File: src/rtl/fnm_pkg.sv
package fnm_pkg;
    typedef enum logic [1:0] {
        ST_INT   = 2'd0,
        ST_FRAC1 = 2'd1,
        ST_FRAC2 = 2'd2
    } fnm_state_e;
endpackage

File: src/rtl/fnm_range_guard.sv
module fnm_range_guard #(
    parameter int NW   = 10,
    parameter int FW   = 17,
    parameter int FMAX = 31488,
    parameter int NMIN = 72,
    parameter int NMAX = 1008
) (
    input  logic [NW-1:0]        n_int,
    input  logic [FW-1:0]        f_word,
    output logic [NW-1:0]        n_sat,
    output logic signed [FW-1:0] f_eff
);
    localparam logic signed [FW-1:0] F_HI = FW'(FMAX);
    localparam logic signed [FW-1:0] F_LO = FW'(-FMAX);
    localparam logic [NW-1:0]        N_LO = NW'(NMIN);
    localparam logic [NW-1:0]        N_HI = NW'(NMAX);

    logic f_ok;

    always_comb begin
        f_ok  = ($signed(f_word) <= F_HI) && ($signed(f_word) >= F_LO);
        f_eff = f_ok ? $signed(f_word) : '0;
        if (n_int < N_LO)
            n_sat = N_LO;
        else if (n_int > N_HI)
            n_sat = N_HI;
        else
            n_sat = n_int;
    end
endmodule

File: src/rtl/fnm_accum_stage.sv
module fnm_accum_stage #(
    parameter int AW  = 18,
    parameter int MOD = 62976
) (
    input  logic                 clk,
    input  logic                 rst_n,
    input  logic                 clr,
    input  logic signed [AW-1:0] add_in,
    output logic signed [AW-1:0] acc_d,
    output logic signed [1:0]    carry
);
    localparam logic signed [AW-1:0] MODS = AW'(MOD);

    logic signed [AW-1:0] acc_q;
    logic signed [AW-1:0] sum;

    always_comb begin
        sum = acc_q + add_in;
        if (sum >= MODS) begin
            acc_d = sum - MODS;
            carry = 2'sd1;
        end else if (sum < 0) begin
            acc_d = sum + MODS;
            carry = -2'sd1;
        end else begin
            acc_d = sum;
            carry = 2'sd0;
        end
    end

    always_ff @(posedge clk) begin
        if (!rst_n || clr)
            acc_q <= '0;
        else
            acc_q <= acc_d;
    end
endmodule

File: src/rtl/fnm_divmod.sv
module fnm_divmod
    import fnm_pkg::*;
#(
    parameter int NW   = 10,
    parameter int FW   = 17,
    parameter int FMAX = 31488,
    parameter int NMIN = 72,
    parameter int NMAX = 1008
) (
    input  logic          clk,
    input  logic          rst_n,
    input  logic          cnt_clr,
    input  logic          frac_en,
    input  logic          order2,
    input  logic [NW-1:0] n_int,
    input  logic [FW-1:0] f_word,
    output logic [NW-1:0] div_out
);
    localparam int MOD = 2 * FMAX;
    localparam int AW  = $clog2(MOD) + 2;

    fnm_state_e state_q, state_d;

    logic [NW-1:0]        n_sat;
    logic signed [FW-1:0] f_eff;
    logic signed [AW-1:0] f_ext;
    logic signed [AW-1:0] s1_acc_d, s2_acc_d;
    logic signed [1:0]    c1, c2, c2d_q, c2d_use;
    logic signed [3:0]    ofs;
    logic                 s1_clr, s2_clr;
    logic [NW-1:0]        div_d;

    fnm_range_guard #(
        .NW(NW), .FW(FW), .FMAX(FMAX), .NMIN(NMIN), .NMAX(NMAX)
    ) u_guard (
        .n_int (n_int),
        .f_word(f_word),
        .n_sat (n_sat),
        .f_eff (f_eff)
    );

    assign f_ext = {{(AW-FW){f_eff[FW-1]}}, f_eff};

    // Mode selection: the state for this edge follows the inputs directly.
    always_comb begin
        if (!frac_en)
            state_d = ST_INT;
        else if (order2)
            state_d = ST_FRAC2;
        else
            state_d = ST_FRAC1;
    end

    assign s1_clr = cnt_clr || (state_d == ST_INT);
    assign s2_clr = cnt_clr || (state_d != ST_FRAC2);

    fnm_accum_stage #(.AW(AW), .MOD(MOD)) u_stage1 (
        .clk   (clk),
        .rst_n (rst_n),
        .clr   (s1_clr),
        .add_in(f_ext),
        .acc_d (s1_acc_d),
        .carry (c1)
    );

    fnm_accum_stage #(.AW(AW), .MOD(MOD)) u_stage2 (
        .clk   (clk),
        .rst_n (rst_n),
        .clr   (s2_clr),
        .add_in(s1_acc_d),
        .acc_d (s2_acc_d),
        .carry (c2)
    );

    // Delayed second carry only counts if the last edge ran second order.
    assign c2d_use = (state_q == ST_FRAC2) ? c2d_q : 2'sd0;

    // Output process.
    always_comb begin
        ofs = 4'sd0;
        unique case (state_d)
            ST_INT: begin
                div_d = n_int;
            end
            ST_FRAC1: begin
                if (!cnt_clr)
                    ofs = {{2{c1[1]}}, c1};
                div_d = n_sat + {{(NW-4){ofs[3]}}, ofs};
            end
            ST_FRAC2: begin
                if (!cnt_clr)
                    ofs = {{2{c1[1]}}, c1} + {{2{c2[1]}}, c2}
                        - {{2{c2d_use[1]}}, c2d_use};
                div_d = n_sat + {{(NW-4){ofs[3]}}, ofs};
            end
            default: begin
                div_d = n_int;
            end
        endcase
    end

    // State register process.
    always_ff @(posedge clk) begin
        if (!rst_n) begin
            state_q <= ST_INT;
            c2d_q   <= 2'sd0;
            div_out <= '0;
        end else begin
            state_q <= state_d;
            c2d_q   <= cnt_clr ? 2'sd0 : c2;
            div_out <= div_d;
        end
    end

    logic unused_s2;
    assign unused_s2 = ^s2_acc_d;
endmodule

File: config.mk
export PLATFORM = sky130hd
export DESIGN_NAME = fnm_divmod
export DESIGN_NICKNAME = d
export VERILOG_FILES = /design/src/rtl/fnm_pkg.sv /design/src/rtl/fnm_range_guard.sv /design/src/rtl/fnm_accum_stage.sv /design/src/rtl/fnm_divmod.sv
export SDC_FILE = /design/constraint.sdc
export NUM_CORES = 1
export LEC_CHECK = 0
export ABC_AREA = 1
export BUFFER_PORTS_ARGS = -buffer_cell sky130_fd_sc_hd__buf_2
export CAP_MARGIN = 30
export CORE_ASPECT_RATIO = 1.75
export CORE_UTILIZATION = 56
export CTS_CLUSTER_DIAMETER = 50
export DETAILED_ROUTE_END_ITERATION = 7
export GPL_TIMING_DRIVEN = 1
export HOLD_SLACK_MARGIN = 0.1
export PLACE_DENSITY = 0.78
export SLEW_MARGIN = 20
export SYNTH_ARGS = -nofsm -noshare
export SYNTH_HDL_FRONTEND = slang
export SYNTH_SLANG_ARGS = --single-unit
File: constraint.sdc
create_clock -name clk -period 10.1 [get_ports clk]
set_clock_uncertainty 0.15 [all_clocks]
set_input_delay 2.02 -clock clk [delete_from_list [all_inputs] [get_ports clk]]
set_output_delay 2.02 -clock clk [all_outputs]
set_load 0.03 [all_outputs]
# [After elaboration in Yosys (flattened, before gate mapping)]
# Index checks and enable logic that the tools add are counted.
[op_classes] n_addsub=10 order_cmp=8 n_eq_ne=4 mux=19 n_bitwise=1 n_reduce_logical=8
[op_table] op="$mux 18" n=4
[op_table] op="$add 18x17->18 const B" n=2
[op_table] op="$ge 18x17->1 const B" n=2
[op_table] op="$lt 18x1->1 const B" n=2
[op_table] op="$sub 18x17->18 const B" n=2
[op_table] op="$add 10x10->10" n=2
[op_table] op="$mux 10" n=2
[op_table] op="$pmux 10 s2" n=1
[op_table] op="$add 18x17->18" n=1
[op_table] op="$add 18x18->18" n=1
[op_table] op="$ge 17x16->1 const B" n=1
[op_table] op="$le 17x16->1 const B" n=1
[op_table] op="$mux 17" n=1
[op_table] op="$mux 4" n=4
[op_table] op="$mux 2" n=7
[op_table] op="$gt 10x10->1 const B" n=1
[op_table] op="$lt 10x7->1 const B" n=1
[op_table] op="$eq 2x2->1 const B" n=2
[op_table] op="$logic_or 1x1->1" n=4
[op_table] op="$sub 3x2->4" n=1
[op_table] op="$add 2x2->3" n=1
[op_table] op="$eq 2x1->1 const B" n=1
[op_table] op="$logic_not 2->1" n=1
[op_table] op="$ne 2x2->1 const B" n=1
[op_table] op="other kinds (4)" n=4
[word_totals] register_bits=50 input_bits=32 out_inout_bits=10 elab_cells=55

# [Logic depth before layout (Yosys ltp)]
[logic_depth] word_depth=17 depth_mapped=61 mapped_depth_nobuf=59

# [Cells and area by module]
# A second synthesis with hierarchy kept.
[unflattened] cells_unflattened=1058 hier_area_um2=6258.5
[modules_own_cells] module="fnm_accum_stage at u_stage2" instances=1 cells_each=400 area_each_um2=2436.1 seq_area_each_um2=360.3
[modules_own_cells] module="fnm_accum_stage at u_stage1" instances=1 cells_each=386 area_each_um2=2227.1 seq_area_each_um2=360.3
[modules_own_cells] module="fnm_divmod" instances=1 cells_each=181 area_each_um2=1198.6 seq_area_each_um2=280.3
[modules_own_cells] module="fnm_range_guard" instances=1 cells_each=91 area_each_um2=396.6 seq_area_each_um2=0.0

# [Least setup slack after synthesis]
# No wires, ideal clock.
[synth_path] path_kind="input-to-reg" startpoint="input port f_word[13]" endpoint="register div_out[7]" setup_ns=0.115 arrival_time_ns=9.336 required_ns=9.835 path_slack_ns=0.499 cell_stages=52 path_buffers=2 path_cell_list="inv_1 > nor4_1 > o21ai_0 > a21oi_1 > clkbuf_1 > nor2_1 > fa_1 > nand3_1 > nand3_1 > nand3_1 > nand3_1 > nand2_1 > nand2_2 > nor2_2 > nand2_1 > nor2_4 > inv_1 > nand2_2 > [16 not listed] > ha_1 > inv_1 > ha_1 > fa_1 > o21ai_0 > a21oi_1 > o21a_1 > ha_1 > a21oi_1 > inv_1 > a31oi_1 > o21ai_0 > a21oi_1 > nor2_1 > nor2_1 > xor2_1 > o21ai_0 > inv_1"
[synth_between] elab_chain_cells=17 word_cells_on_any_way=27 cone_classes="8 x add/sub; 6 x order compare; 12 x mux; 1 x reduce/logical"
[synth_lines] element="from (decl)" line="fnm_divmod.sv:16" text="input logic [FW-1:0] f_word,"
[synth_lines] element="$le 17x16->1 / $ge 17x16->1 (equally long branches)" line="fnm_range_guard.sv:21" text="f_ok = ($signed(f_word) <= F_HI) && ($signed(f_word) >= F_LO);"
[synth_lines] element="$logic_and 1x1->1" line="fnm_range_guard.sv:21"
[synth_lines] element="$mux 17 *" line="fnm_range_guard.sv:22" text="f_eff = f_ok ? $signed(f_word) : '0;"
[synth_lines] element="$add 18x17->18 *" line="fnm_accum_stage.sv:18" text="sum = acc_q + add_in;"
[synth_lines] element="$add 18x17->18 / $lt 18x1->1 (equally long branches)" line="fnm_accum_stage.sv:23, fnm_accum_stage.sv:22"
[synth_lines] element="$mux 18" line="fnm_accum_stage.sv:22" text="end else if (sum < 0) begin"
[synth_lines] element="$mux 18 *" line="fnm_accum_stage.sv:19" text="if (sum >= MODS) begin"
[synth_lines] element="net s1_acc_d[10]" line="fnm_divmod.sv:27" text="logic signed [AW-1:0] s1_acc_d, s2_acc_d;"
[synth_lines] element="[2 not listed]"
[synth_lines] element="$mux 2" line="fnm_accum_stage.sv:22"
[synth_lines] element="$mux 2 *" line="fnm_accum_stage.sv:19"
[synth_lines] element="$add 2x2->3 *" line="fnm_divmod.sv:92" text="ofs = {{2{c1[1]}}, c1} + {{2{c2[1]}}, c2}"
[synth_lines] element="$sub 3x2->4 *" line="fnm_divmod.sv:93" text="- {{2{c2d_use[1]}}, c2d_use};"
[synth_lines] element="$mux 4 *" line="fnm_divmod.sv:91" text="if (!cnt_clr)"
[synth_lines] element="$mux 4 *" line="fnm_divmod.sv:81" text="unique case (state_d)"
[synth_lines] element="$add 10x10->10 *" line="fnm_divmod.sv:94" text="div_d = n_sat + {{(NW-4){ofs[3]}}, ofs};"
[synth_lines] element="$pmux 10 s2 *" line="fnm_divmod.sv:81"
[synth_lines] element="to (signal assigned)" line="fnm_divmod.sv:111" text="div_out <= div_d;"
[synth_lines] element="to (decl)" line="fnm_divmod.sv:17" text="output logic [NW-1:0] div_out"
# Mark *: on every way through the listed nets, which the timed path passes. The rest lies on a longest branch. The select of a mux whose other input is x is not followed.
# A chain may end at the register's enable or synchronous reset.

# [Final worst setup path]
[layout_path] startpoint="input port f_word[3]" endpoint="register div_out[8]"
# The elaborated chain is that of the path after synthesis.

==> summary.txt <==
Synth
  – Syn nets: 965
  – Yosys warns: 0
  – Synth cell types: 47
  – Mapped Avg Cell Area: 6.207 sq um
  – Register area share after synthesis: 0.1843
  – Mapped cell area: 0.005431 sq mm
  – Ys async rst share: 0
  – Register bit total from synthesis: 50
  – Top FF cell, synth: dfxtp_1
  – EDFF count, synth: 0
  – Mapped Cells: 875

CTS
  – Clock Tree Buf Depth: 2
  – Clk slew on worst S/H paths: 70 ps
  – CTS H-tree depth: 2
  – CTS sink count: 50
  – Root Driver: clkbuf_16
  – Post-CTS Hold Buffers: 0
  – Num CTS Buffers: 5
  – Clk Latency, worst-skew pair: 300 ps
  – CTS tree: done

Drt
  – Initial DRC Count: 233
  – DR vias: 5757
  – Pre-Repair DR Iteration Count: 4
  – Drt total wl: 15070 um
  – Vias per std cell: 5.390
  – WL per Instance: 14.11 um
  – Routed Antenna Nets: 0
  – DRC: 0

Global route
  – Initial antenna violation count: 0
  – First-pass GRT wire length: 24020 um
  – Vias in the first global route: 5594
  – GRT overflow: 0
  – Largest net degree at the start of global routing: 19
  – Total track usage: 0.2971

Final layout
  – Commonest non-fill, non-tap cells in the layout: 204 x nand2_1, 144 x inv_1, 92 x nor2_1
  – Finished Cell Area: 0.006394 sq mm
  – N_diodes: 0
  – Nets: 1035
  – Share of cells above drive strength 1: 0.1998
  – Most common cell after layout, fill and taps aside: nand2_1
  – Fin cells: 1068
  – Layout Area Growth over Synthesis: 17.71%
  – Final core utilization: 0.6753

Timing
  – Setup TNS: 0 ps
  – Final Hold Viols: 0
  – Max-slew headroom: 0.5617
  – WHS: 427.6 ps
  – Final Setup Violations: 0
  – Count of pins over their slew limit: 0
  – RSZ-0062 raised after global routing: yes
  – Actual slew at the worst max-slew pin: 655.8 ps
  – Fin crit period: 9616 ps
  – Final period utilization: 0.9521
  – Worst setup margin: 483.7 ps
  – Fmax: 0.1040 GHz

Setup path
  – R2R depth: 46
  – Worst path slowest cell: fa_1
  – R2r endpoint: div_out[9]
  – FF-to-FF Start: u_stage1.acc_q[0]
  – Crit end category: flip-flop
  – R2R setup slack: 2960 ps
  – Critical Path RT: 10150 ps
  – Crit-path max FO: 7
  – Critical path arrival: 9670 ps
  – Crit path from: f_word[3]
  – Setup CP Type: in2reg
  – Startpoint types: primary input
  – Max stage delay on crit path: 430 ps
  – Most common cell on crit path: nand2_1
  – Worst setup endpoint: div_out[8]

Die
  – Die Y: 132.3 um
  – Core Area: 0.009468 sq mm
  – Die W: 76.45 um
  – Initial Utilization: 0.5737
  – Top-level port count: 42
  – Row count: 47
  – Die area: 0.01011 sq mm

Placed design
  – Place WS: -103.7 ps
  – Detail Placement HPWL: 12130 um
  – GP Congestion: 0.9384
  – PortBufs: 41
  – Dpl cells: 1054
  – Cell Area, Placed: 0.005942 sq mm

Pwr
  – Clock network power share: 0.219
  – Comb pwr share: 0.521
  – Maximum VDD drop: 0.07700 mV
  – Part of the power in registers: 0.259
  – Total power: 0.8124 mW
  – Int Power: 0.4596 mW
  – Static leakage: 3.485 nW
  – Switch Pwr: 0.3528 mW
  – Switching part of the total: 0.4342
  – Power Density: 127.1 mW/mm^2

Hold path
  – Hold Path Class: reg2reg

Status
  – Status: completed

Job
  – Max_cap viols: 0
-- worst max-delay path, delay by kind of cell --
| family | cells | cell delay, ps |
|---|---|---|
| simple gates | 24 | 2370 |
| fa+ha+maj | 7 | 2150 |
| compound gates | 14 | 2140 |
| buf+inv | 8 | 800 |
| xor+xnor | 1 | 160 |
-- logic make-up (layout without fill, tap and decap cells) --
family	after synthesis	after routing	synth area share
AOI/OAI and AO/OA	114	114	0.1173
xor gates and xnor gates	37	37	0.06243
adders and majority gates	58	58	0.1405
buffers and inverters	167	238	0.1166
DFF	50	50	0.1843
and+or+nand+nor	449	449	0.3789
-- state kept, by name, summed over array words and instances, names as in the netlist --
name / flops
div_out: 10
u_stage2.acc_q: 18
u_stage1.acc_q: 18
state_q: 2
c2d_q: 2
-- worst min-delay path by stage --
| stage | end | cells after the start | slack (ps) | startpoint |
|---|---|---|---|---|
| 5_1_grt | u_stage2.acc_q[0] | 3 | 490 | u_stage2.acc_q[0] |
| 2_1_floorplan | u_stage2.acc_q[0] | 3 | 400 | u_stage2.acc_q[0] |
| 6_report | u_stage2.acc_q[0] | 3 | 430 | u_stage2.acc_q[0] |
| 4_1_cts | u_stage2.acc_q[0] | 3 | 430 | u_stage2.acc_q[0] |
| 3_5_place_dp | u_stage2.acc_q[0] | 3 | 410 | u_stage2.acc_q[0] |
| 3_3_place_gp | u_stage2.acc_q[0] | 3 | 410 | u_stage2.acc_q[0] |
-- synth_stat cells (4+ instances only) --
master,count,area [sq um]
ha_1,53,663.1
nand2_4,6,67.56
a21oi_1,55,275.3
xor2_1,27,236.5
inv_2,11,41.29
o21ai_0,34,170.2
clkbuf_1,8,30.03
nand4_1,14,87.58
dfxtp_1,50,1001
nand2_1,212,795.8
nor2_1,96,360.4
nor2_2,5,31.28
fa_1,5,100.1
xnor2_1,8,70.07
inv_1,145,544.3
nand3_1,60,300.3
nand3_2,4,40.04
nor3_1,8,40.04
nor4_1,4,25.02
nand2_2,20,125.1
-- routing by layer --
metal  part of all wire  track usage  up-vias
met3              0.022      0.02768       68
met5                  0            0        -
met4              0.062       0.1870        0
met2               0.56       0.6151      144
li1                   -            -     2916
met1               0.35       0.2613     2629
-- power by group through the flow --
stage | clock (mW) | sequential, mW | combinational (mW)
after detailed placement | 0 | 0.215 | 0.390
after CTS | 0.180 | 0.210 | 0.393
after global routing | 0.187 | 0.211 | 0.475
final | 0.178 | 0.210 | 0.424
after global placement | 0 | 0.215 | 0.387
after floorplan | 0 | 0.224 | 0.273
-- area by class of cell --
| type | count | area (sq um) |
|---|---|---|
| fill | 894 | 3074 |
| clock inverter | 3 | 25.02 |
| tap | 122 | 152.6 |
| timing repair buffer | 72 | 441.7 |
| multi-input combinational | 658 | 4048 |
| inverter | 158 | 600.6 |
| sequential | 50 | 1001 |
| clock buffer | 5 | 125.1 |
-- timing repair --
action,in CTS,in global routing
resized for setup,0,61
hold endpoints to repair,0,0
setup buffers,0,5
endpoints found under the setup margin,0,7
No activity file was read; power rests on OpenSTA's default activity.
